$ cat config.mk
export PLATFORM = sky130hd
export DESIGN_NAME = xfer_cmd_reg
export DESIGN_NICKNAME = d
export VERILOG_FILES = /design/src/rtl/xfer_cmd_pkg.sv /design/src/rtl/xfer_cmd_bit.sv /design/src/rtl/xfer_rsp_src.sv /design/src/rtl/xfer_cmd_reg.sv
export SDC_FILE = /design/constraint.sdc
export NUM_CORES = 1
export LEC_CHECK = 0
export BUFFER_PORTS_ARGS = -buffer_cell sky130_fd_sc_hd__clkbuf_2
export CELL_PAD_IN_SITES_DETAIL_PLACEMENT = 0
export CELL_PAD_IN_SITES_GLOBAL_PLACEMENT = 1
export CORE_ASPECT_RATIO = 0.7
export CORE_MARGIN = 2
export CORE_UTILIZATION = 24
export CTS_CLUSTER_DIAMETER = 40
export DETAILED_ROUTE_END_ITERATION = 6
export GPL_ROUTABILITY_DRIVEN = 0
export GPL_TIMING_DRIVEN = 0
export MAX_ROUTING_LAYER = met4
export PLACE_DENSITY = 0.79
export RECOVER_POWER = 50
export SLEW_MARGIN = 40
export SYNTH_ARGS = -nofsm -noshare
export SYNTH_HDL_FRONTEND = slang
export SYNTH_SLANG_ARGS = --single-unit
$ cat constraint.sdc
create_clock -name clk -period 1.8 [get_ports clk]
set_clock_uncertainty 0.15 [all_clocks]
set_input_delay 0.36 -clock clk [delete_from_list [all_inputs] [get_ports clk]]
set_output_delay 0.36 -clock clk [all_outputs]
set_load 0.01 [all_outputs]
$ cat src/rtl/xfer_cmd_pkg.sv
package xfer_cmd_pkg;

    localparam int CMD_N   = 4;
    localparam int CFG_N   = 4;
    localparam int CMD_RSP = 0;
    localparam int CMD_TX  = 1;
    localparam int CMD_REL = 2;
    localparam int CMD_BRK = 3;
    localparam int CFG_LSB = CMD_N;
    localparam int RSP_EN_BIT = 5;

    typedef enum logic {
        SRC_TXBUF  = 1'b0,
        SRC_RSPREG = 1'b1
    } rsp_src_e;

    typedef struct packed {
        logic rx_ie;
        logic tx_ie;
        logic rsp_en;
        logic crc_en;
    } cfg_t;

    function automatic rsp_src_e pick_rsp_src(input logic en,
                                              input logic [1:0] ty,
                                              input logic hdr3);
        if (en && (ty == 2'd1 || ty == 2'd2) && !hdr3)
            return SRC_RSPREG;
        return SRC_TXBUF;
    endfunction

endpackage

$ cat src/rtl/xfer_cmd_bit.sv
module xfer_cmd_bit #(
    parameter bit STROBES = 1'b1
) (
    input  logic clk,
    input  logic rst,
    input  logic wr_en,
    input  logic wr_val,
    input  logic hw_clr,
    output logic bit_q,
    output logic bit_d,
    output logic start_p,
    output logic abort_p
);

    logic rise_c;
    logic drop_c;

    always_comb begin
        if (hw_clr)
            bit_d = 1'b0;
        else if (wr_en)
            bit_d = wr_val;
        else
            bit_d = bit_q;
    end

    assign rise_c = bit_d & ~bit_q;
    assign drop_c = wr_en & ~wr_val & bit_q & ~hw_clr;

    always_ff @(posedge clk) begin
        if (rst)
            bit_q <= 1'b0;
        else
            bit_q <= bit_d;
    end

    generate
        if (STROBES) begin : g_strobe
            always_ff @(posedge clk) begin
                if (rst) begin
                    start_p <= 1'b0;
                    abort_p <= 1'b0;
                end else begin
                    start_p <= rise_c;
                    abort_p <= drop_c;
                end
            end

            // a start pulse only follows a fresh rise of the bit
            a_r3_start_on_rise: assert property (@(posedge clk) disable iff (rst)
                start_p |-> (bit_q && !$past(bit_q)));

            // an abort pulse only follows a software drop of a busy bit
            a_r5_abort_on_drop: assert property (@(posedge clk) disable iff (rst)
                abort_p |-> (!bit_q && $past(bit_q) && !$past(hw_clr)));
        end else begin : g_level
            logic unused_edges;
            assign unused_edges = rise_c ^ drop_c;
            assign start_p = 1'b0;
            assign abort_p = 1'b0;
        end
    endgenerate

    // completion always wins over a same-cycle write
    a_r11_hw_wins: assert property (@(posedge clk) disable iff (rst)
        hw_clr |=> !bit_q);

endmodule

$ cat src/rtl/xfer_rsp_src.sv
module xfer_rsp_src
    import xfer_cmd_pkg::*;
(
    input  logic       clk,
    input  logic       rst,
    input  logic       rise,
    input  logic       en_now,
    input  logic [1:0] ty,
    input  logic       hdr3,
    input  logic       busy,
    output rsp_src_e   src_q
);

    always_ff @(posedge clk) begin
        if (rst)
            src_q <= SRC_TXBUF;
        else if (rise)
            src_q <= pick_rsp_src(en_now, ty, hdr3);
    end

    // source held constant while the response keeps running
    a_r9_src_held: assert property (@(posedge clk) disable iff (rst)
        (busy && $past(busy)) |-> $stable(src_q));

endmodule

$ cat src/rtl/xfer_cmd_reg.sv
module xfer_cmd_reg
    import xfer_cmd_pkg::*;
#(
    parameter int REG_W = 16
) (
    input  logic             clk,
    input  logic             rst,
    input  logic             wr_en,
    input  logic [REG_W-1:0] wr_data,
    output logic [REG_W-1:0] rd_data,
    input  logic [1:0]       rsp_type,
    input  logic             rsp_hdr3,
    input  logic             tx_done,
    input  logic             rsp_done,
    input  logic             rel_done,
    input  logic             brk_done,
    input  logic             own_set,
    output logic             tx_start,
    output logic             tx_abort,
    output logic             rsp_start,
    output logic             rsp_abort,
    output logic             brk_req,
    output logic             rel_req,
    output logic             own_flag,
    output logic             rsp_src_reg,
    output logic             rx_ie,
    output logic             tx_ie,
    output logic             crc_en
);

    localparam int LOW_W = CMD_N + CFG_N;
    localparam int HI_W  = REG_W - LOW_W;

    logic [CMD_N-1:0] cmd_q, cmd_d, start_v, abort_v, done_v;
    cfg_t             cfg_q;
    rsp_src_e         src_q;
    logic             own_q;
    logic             tx_fall;

    assign done_v[CMD_RSP] = rsp_done;
    assign done_v[CMD_TX]  = tx_done;
    assign done_v[CMD_REL] = rel_done;
    assign done_v[CMD_BRK] = brk_done;

    generate
        for (genvar i = 0; i < CMD_N; i++) begin : g_cmd
            localparam bit HAS_STROBE = (i == CMD_RSP) || (i == CMD_TX);
            xfer_cmd_bit #(.STROBES(HAS_STROBE)) u_bit (
                .clk     (clk),
                .rst     (rst),
                .wr_en   (wr_en),
                .wr_val  (wr_data[i]),
                .hw_clr  (done_v[i]),
                .bit_q   (cmd_q[i]),
                .bit_d   (cmd_d[i]),
                .start_p (start_v[i]),
                .abort_p (abort_v[i])
            );
        end
    endgenerate

    always_ff @(posedge clk) begin
        if (rst)
            cfg_q <= '0;
        else if (wr_en)
            cfg_q <= cfg_t'(wr_data[CFG_LSB +: CFG_N]);
    end

    assign tx_fall = cmd_q[CMD_TX] & ~cmd_d[CMD_TX];

    always_ff @(posedge clk) begin
        if (rst)
            own_q <= 1'b0;
        else if (tx_fall)
            own_q <= 1'b0;
        else if (own_set)
            own_q <= 1'b1;
    end

    xfer_rsp_src u_src (
        .clk    (clk),
        .rst    (rst),
        .rise   (cmd_d[CMD_RSP] & ~cmd_q[CMD_RSP]),
        .en_now (wr_data[RSP_EN_BIT]),
        .ty     (rsp_type),
        .hdr3   (rsp_hdr3),
        .busy   (cmd_q[CMD_RSP]),
        .src_q  (src_q)
    );

    logic unused_bits;
    assign unused_bits = ^{wr_data[REG_W-1:LOW_W], start_v[CMD_BRK:CMD_REL],
                           abort_v[CMD_BRK:CMD_REL]};

    assign rd_data     = {{HI_W{1'b0}}, cfg_q, cmd_q};
    assign tx_start    = start_v[CMD_TX];
    assign tx_abort    = abort_v[CMD_TX];
    assign rsp_start   = start_v[CMD_RSP];
    assign rsp_abort   = abort_v[CMD_RSP];
    assign brk_req     = cmd_q[CMD_BRK];
    assign rel_req     = cmd_q[CMD_REL];
    assign own_flag    = own_q;
    assign rsp_src_reg = (src_q == SRC_RSPREG);
    assign rx_ie       = cfg_q.rx_ie;
    assign tx_ie       = cfg_q.tx_ie;
    assign crc_en      = cfg_q.crc_en;

    // ownership gone once the transmit request has dropped
    a_r6_own_cleared: assert property (@(posedge clk) disable iff (rst)
        $fell(cmd_q[CMD_TX]) |-> !own_q);

    // a response start is only caused by a write of bit 0
    a_r7_rsp_from_bit0: assert property (@(posedge clk) disable iff (rst)
        rsp_start |-> $past(wr_en && wr_data[CMD_RSP]));

endmodule

==> flow_summary.json, run 1 <==
{
  "die-height_um": 46.2,
  "dieArea_um2": 2970,
  "async_flop_share": 0,
  "wl_per_cell_um": 9.19,
  "synth-edff-count": 0,
  "slew_violations": 0,
  "synth.most_common_cell": "buf_4",
  "required_ps": 1860,
  "max_cap_violations": 0,
  "synthesis.area_um2": 611,
  "grt_pass1_vias": 475,
  "multi_input_area_um2": 235,
  "finalHoldViolCount": 0,
  "setup_viol": 0,
  "synth_cells": 63,
  "cp_max_fo": 4,
  "end_kind": "flip-flop",
  "vdd_drop_max_v": 0.000291,
  "cts-resized-gates": 0,
  "p_per_area_nw_per_um2": 742,
  "fin_tns_setup_ps": 0,
  "clock_path_buffers": 2,
  "initial_core_util": 0.250,
  "ant_nets": 0,
  "die_w_um": 64.3,
  "slew_headroom": 0.539,
  "antenna_found_initial": 0,
  "grt_usage": 0.0947,
  "drt_iter0_drc": 2,
  "fmax_mhz": 691,
  "dpl_cell_area_um2": 865,
  "gr-total-overflow": 0,
  "grt_pass1_wl_mm": 2.03,
  "netlist_top_cells_count": "buf_4 (15), dfxtp_1 (14), mux2i_1 (8)",
  "ys_types": 16,
  "worst_slew_pin_slew_ps": 691,
  "drt_pass1_iterations": 2,
  "cts_buffers": 3,
  "postCtsHoldBufs": 0,
  "coreArea_um2": 2440,
  "cts_root_buf": "clkbuf_4",
  "arrival_ps": 1510,
  "clkTransAtPathRegs_ps": 80,
  "route.detailed.drc": 0,
  "period_needed_ps": 1450,
  "fillers": 275,
  "routed_wirelength_mm": 1.33,
  "vias_per_cell": 3.83,
  "rsz0062_at_grt": "false",
  "yosysTopAreaCell": "dfxtp_1",
  "area_delta_synth_final_pct": 46.3,
  "setup_ws_ps": 353,
  "portBuffers": 37,
  "cts_setup_buffers": 0,
  "ys.flop_type": "dfxtp_1",
  "synth-seq-cells": 14,
  "ys_seq_area_frac": 0.459,
  "placement_rows": 15,
  "dp_hpwl_mm": 1.10,
  "tritoncts": "done",
  "dr_total_vias": 555,
  "drive_gt1_frac": 0.459,
  "antennaDiodeCount": 0,
  "hold_slack_ps": 82.7,
  "io-pin-count": 54,
  "status": "finished clean",
  "min_path_type": "in2reg",
  "final_nets": 139,
  "seqCellArea_um2": 280,
  "synth.area.top_cells": "dfxtp_1 (46%), buf_4 (18%), mux2i_1 (13%), nor3_1 (4.9%), nor2_1 (3.7%)",
  "cts_sinks": 14,
  "critPathLaunchType": "flip-flop",
  "p_leak_nw": 0.466,
  "clk_latency_ps": 270,
  "design_area_um2": 893,
  "htree_levels": 1,
  "place_worst_setup_slack_ps": 203,
  "yosysTopAreaCellShare": 0.459,
  "crit_type": "reg2reg",
  "syn_avg_cell_area_um2": 9.69,
  "timing.final.crit_share": 0.804,
  "yosysWarnings": 0,
  "grt_max_degree": 11
}
==> layer usage <==
| metal | wire length [µm] | GRT usage | up-vias | share of wire |
|---|---|---|---|---|
| met5 | 0 | - | - | 0 |
| met4 | 0 | 0.0128 | 0 | 0 |
| met3 | 154 | 0.0562 | 0 | 0.12 |
| met2 | 583 | 0.156 | 30 | 0.44 |
| met1 | 596 | 0.103 | 241 | 0.45 |
| li1 | - | - | 284 | - |
==> per-stage QoR <==
| stage | power (mW) | util | instances |
|---|---|---|---|
| detailed placement | 0.449 | 0.354 | 141 |
| floorplan | 0.402 | - | 70 |
| finish | 0.663 | 0.366 | 145 |
| global placement | 0.446 | 0.354 | 141 |
| CTS | 0.677 | 0.369 | 145 |
| global route | 0.703 | 0.366 | 145 |
==> power by group <==
| part | total [mW] | internal [mW] | switching, mW |
|---|---|---|---|
| Clock | 0.223 | 0.123 | 0.101 |
| Combinational | 0.111 | 0.0584 | 0.0526 |
| Sequential | 0.329 | 0.321 | 0.00723 |
| Total | 0.663 | 0.503 | 0.160 |
==> area by class of cell <==
type                    count  share of cell area
flip-flops and latches     14               0.314
multi-input cells          39               0.263
repair buffers             37               0.200
plain buffers              17               0.134
well taps                  34              0.0476
clock buffers               4              0.0406
==> cell usage in the layout (no fill, tap or decap) <==
cell type,instances
a21oi_1,1
conb_1,8
nand2_1,3
nor4_1,2
xnor2_1,1
buf_4,15
clkbuf_2,32
clkbuf_4,3
nand4bb_1,1
clkbuf_1,7
dfxtp_1,14
o21a_1,1
or4b_1,1
nor2b_1,1
nor3_1,6
clkbuf_8,1
nor2_1,6
mux2i_1,8
==> registers in the layout, summed over array words and instances, names as in the netlist <==
name	flops
rx_ie	1
crc_en	1
g_cmd.u_bit.abort_p	2
rd_data	1
g_cmd.u_bit.bit_q	4
g_cmd.u_bit.start_p	2
u_src.src_q	1
tx_ie	1
own_flag	1
==> worst max-delay path: stages (launching register included) <==
cell and delay [ps]:
dfxtp_1 340, nand4bb_1 230, or4b_1 520, a21oi_1 140
==> cells by family (layout without fill, tap and decap cells) <==
family                 Yosys count  count (layout)  share of synthesized area
AND/OR/NAND/NOR                 20              20                      0.170
buffers and inverters           17              58                      0.199
flip-flops                      14              14                      0.459
multiplexers                     8               8                      0.131
AO/OA/AOI/OAI                    2               2                     0.0205
other                            1               8                    0.00614
XOR/XNOR                         1               1                     0.0143
==> path summary, 6_finish.rpt <==
check	cells after the start	endpoint	start	slack, ps
hold / removal	2	g_cmd[3].u_bit.bit_q$_SDFFE_PP0P_	brk_done	80
hold reg to reg	2	u_src.src_q$_SDFFE_PP0P_	u_src.src_q$_SDFFE_PP0P_	310
setup reg to reg	3	u_src.src_q$_SDFFE_PP0P_	g_cmd[0].u_bit.bit_q$_SDFF_PP0_	350
setup / recovery	3	u_src.src_q$_SDFFE_PP0P_	g_cmd[0].u_bit.bit_q$_SDFF_PP0_	350
Power figures use the tool's default switching activity.
==> run 2, diff against run 1 <==
ABC_AREA = 1   (was unset)
CORE_UTILIZATION = 22   (was 24)
PLACE_DENSITY = 0.76   (was 0.79)
clock period = 1.25 ns   (was 1.8 ns; I/O delays follow)
==> flow_summary.json, run 2 <==
{
  "status": "finished clean",
  "place_worst_setup_slack_ps": 136,
  "grt_pass1_wl_mm": 2.37,
  "slew_violations": 0,
  "yosysTopAreaCellShare": 0.423,
  "rsz0062_at_grt": "false",
  "cts_sinks": 14,
  "syn_avg_cell_area_um2": 8.09,
  "seqPwrFrac": 0.439,
  "routed_wirelength_mm": 1.50,
  "largest_register": "g_cmd.u_bit.bit_q",
  "endpoint": "rd_data[1]",
  "clock_path_buffers": 2,
  "cp_max_fo": 3,
  "fin_tns_setup_ps": 0,
  "die-height_um": 49.9,
  "final_common_cell": "clkbuf_2",
  "p_leak_nw": 0.522,
  "initial_core_util": 0.233,
  "period_needed_ps": 1220,
  "largest_reg_flops": 4,
  "p_switching_mw": 0.257,
  "p_int_mw": 0.839,
  "timing.final.crit_share": 0.974,
  "clkTransAtPathRegs_ps": 60,
  "dr_total_vias": 621,
  "regToRegStartpoint": "g_cmd[1].u_bit.bit_q$_SDFF_PP0_",
  "dp_hpwl_mm": 1.20,
  "seqCellArea_um2": 292,
  "synth.area.top_cells": "dfxtp_1 (42%), buf_4 (17%), nor2_1 (8.5%), inv_1 (5.7%), nor4_2 (3.8%)",
  "hold_slack_ps": 8.55,
  "r2r-end": "own_flag$_SDFFE_PP0P_",
  "placement_rows": 16,
  "portBuffers": 35,
  "area_delta_synth_final_pct": 45.5,
  "clkPwrFrac": 0.392,
  "utilization": 0.339,
  "reg_top3": "g_cmd.u_bit.bit_q (4), g_cmd.u_bit.abort_p (2), g_cmd.u_bit.start_p (2)",
  "gr-total-overflow": 0,
  "ys_seq_area_frac": 0.423,
  "grt_usage": 0.0914,
  "power_frac_comb": 0.169,
  "async_flop_share": 0,
  "vias_per_cell": 3.76,
  "worst-r2r-cell-count": 5,
  "route.detailed.drc": 0,
  "io-pin-count": 54,
  "postCtsHoldBufs": 0,
  "synth_cells": 82,
  "synthesis.area_um2": 663,
  "antennaDiodeCount": 0,
  "drt_pass1_iterations": 3,
  "min_path_type": "in2reg",
  "finalHoldViolCount": 0,
  "end_kind": "output pin",
  "critPathLaunchType": "flip-flop",
  "required_ps": 850,
  "antenna_found_initial": 0,
  "clk_latency_ps": 240,
  "setup_ws_ps": 32.6,
  "fillers": 321,
  "synth-edff-count": 0,
  "tritoncts": "done",
  "regToRegSetupSlack_ps": 160,
  "coreArea_um2": 2840,
  "cts_buffers": 3,
  "ys_types": 21,
  "p_per_area_nw_per_um2": 1140,
  "die_w_um": 69.6,
  "htree_levels": 1,
  "grt_max_degree": 11,
  "arrival_ps": 820,
  "final_nets": 157,
  "fmax_mhz": 821,
  "netlist_top_cells_count": "buf_4 (15), nor2_1 (15), dfxtp_1 (14)",
  "wl_per_cell_um": 9.08,
  "p_sw_frac": 0.235,
  "yosysTopAreaCell": "dfxtp_1",
  "ys.flop_type": "dfxtp_1",
  "setup_viol": 0,
  "crit_type": "reg2out",
  "multi_input_area_um2": 224,
  "drt_iter0_drc": 10,
  "max_cap_violations": 0,
  "synth-seq-cells": 14,
  "drive_gt1_frac": 0.496,
  "cts_root_buf": "clkbuf_8",
  "vdd_drop_max_v": 0.000396,
  "mostFrequentLayoutCells": "clkbuf_2 (31), buf_4 (16), nor2_1 (15)",
  "startpoint": "g_cmd[1].u_bit.bit_q$_SDFF_PP0_",
  "ant_nets": 0,
  "grt_pass1_vias": 585,
  "yosysWarnings": 0,
  "dieArea_um2": 3480
}
run 2: cell count changes in the layout (fill, tap and decap cells not counted), moves of 2 or more:
cell / change
inv_1: +10
nor2_1: +9
mux2i_1: -8
dfxtp_1: -7
dfxtp_2: +6
nor3_1: -6
o21ai_0: +5
clkbuf_4: -3
clkbuf_8: +3
clkbuf_1: -2
nand2_1: +2
nor4_1: +2
run 2: worst min path at each step:
stage / from / end / cells after the start
floorplan: tx_done / g_cmd[1].u_bit.abort_p$_SDFF_PP0_ / 1
global placement: rel_done / g_cmd[2].u_bit.bit_q$_SDFFE_PP0P_ / 2
detailed placement: brk_done / g_cmd[3].u_bit.bit_q$_SDFFE_PP0P_ / 2
CTS: brk_done / g_cmd[3].u_bit.bit_q$_SDFFE_PP0P_ / 2
global route: brk_done / g_cmd[3].u_bit.bit_q$_SDFFE_PP0P_ / 2
finish: brk_done / g_cmd[3].u_bit.bit_q$_SDFFE_PP0P_ / 2
run 2: power by group through the flow:
stage	Clock [mW]	Sequential, mW	Combinational, mW
after floorplan	0	0.498	0.111
after global placement	0	0.489	0.185
after detailed placement	0	0.491	0.189
after CTS	0.454	0.481	0.189
after global routing	0.479	0.484	0.207
final	0.430	0.481	0.185
run 2: layer usage:
metal,part of all wire,global-route usage
met1,0.41,0.0891
met2,0.49,0.160
met3,0.092,0.0532
met4,0.013,0.0192
met5,0,-
run 2: timing repair:
| item | in CTS | in global routing |
|---|---|---|
| setup endpoints to repair | 1 | 7 |
| gates cloned | 0 | 0 |
| resized for setup | 1 | 9 |
| setup buffers | 0 | 1 |
run 2: layout make-up:
type | instances | share of cell area
Sequential cell | 14 | 0.302
Multi-Input combinational cell | 47 | 0.232
Inverter | 11 | 0.0454
Clock buffer | 4 | 0.0571
Timing Repair Buffer | 36 | 0.191
Buffer | 17 | 0.126
Tap cell | 36 | 0.0467
run 2: stage by stage:
step / total power [mW] / instances / cell area [µm²]
global route: 1.17 / 165 / 965
CTS: 1.13 / 164 / 966
detailed placement: 0.679 / 160 / 910
floorplan: 0.609 / 89 / 689
finish: 1.10 / 165 / 965
global placement: 0.675 / 160 / 910
run 2: cells by family after synthesis:
family / count (synthesis) / synth area share
and+or+nand+nor: 30 / 0.234
DFF: 14 / 0.423
other: 1 / 0.00565
buffers and inverters: 28 / 0.260
AOI/OAI and AO/OA: 9 / 0.0774
run 2: critical path, cell delays in order (launching register included):
cell and delay (ps):
dfxtp_4 340, buf_4 130, buf_6 110
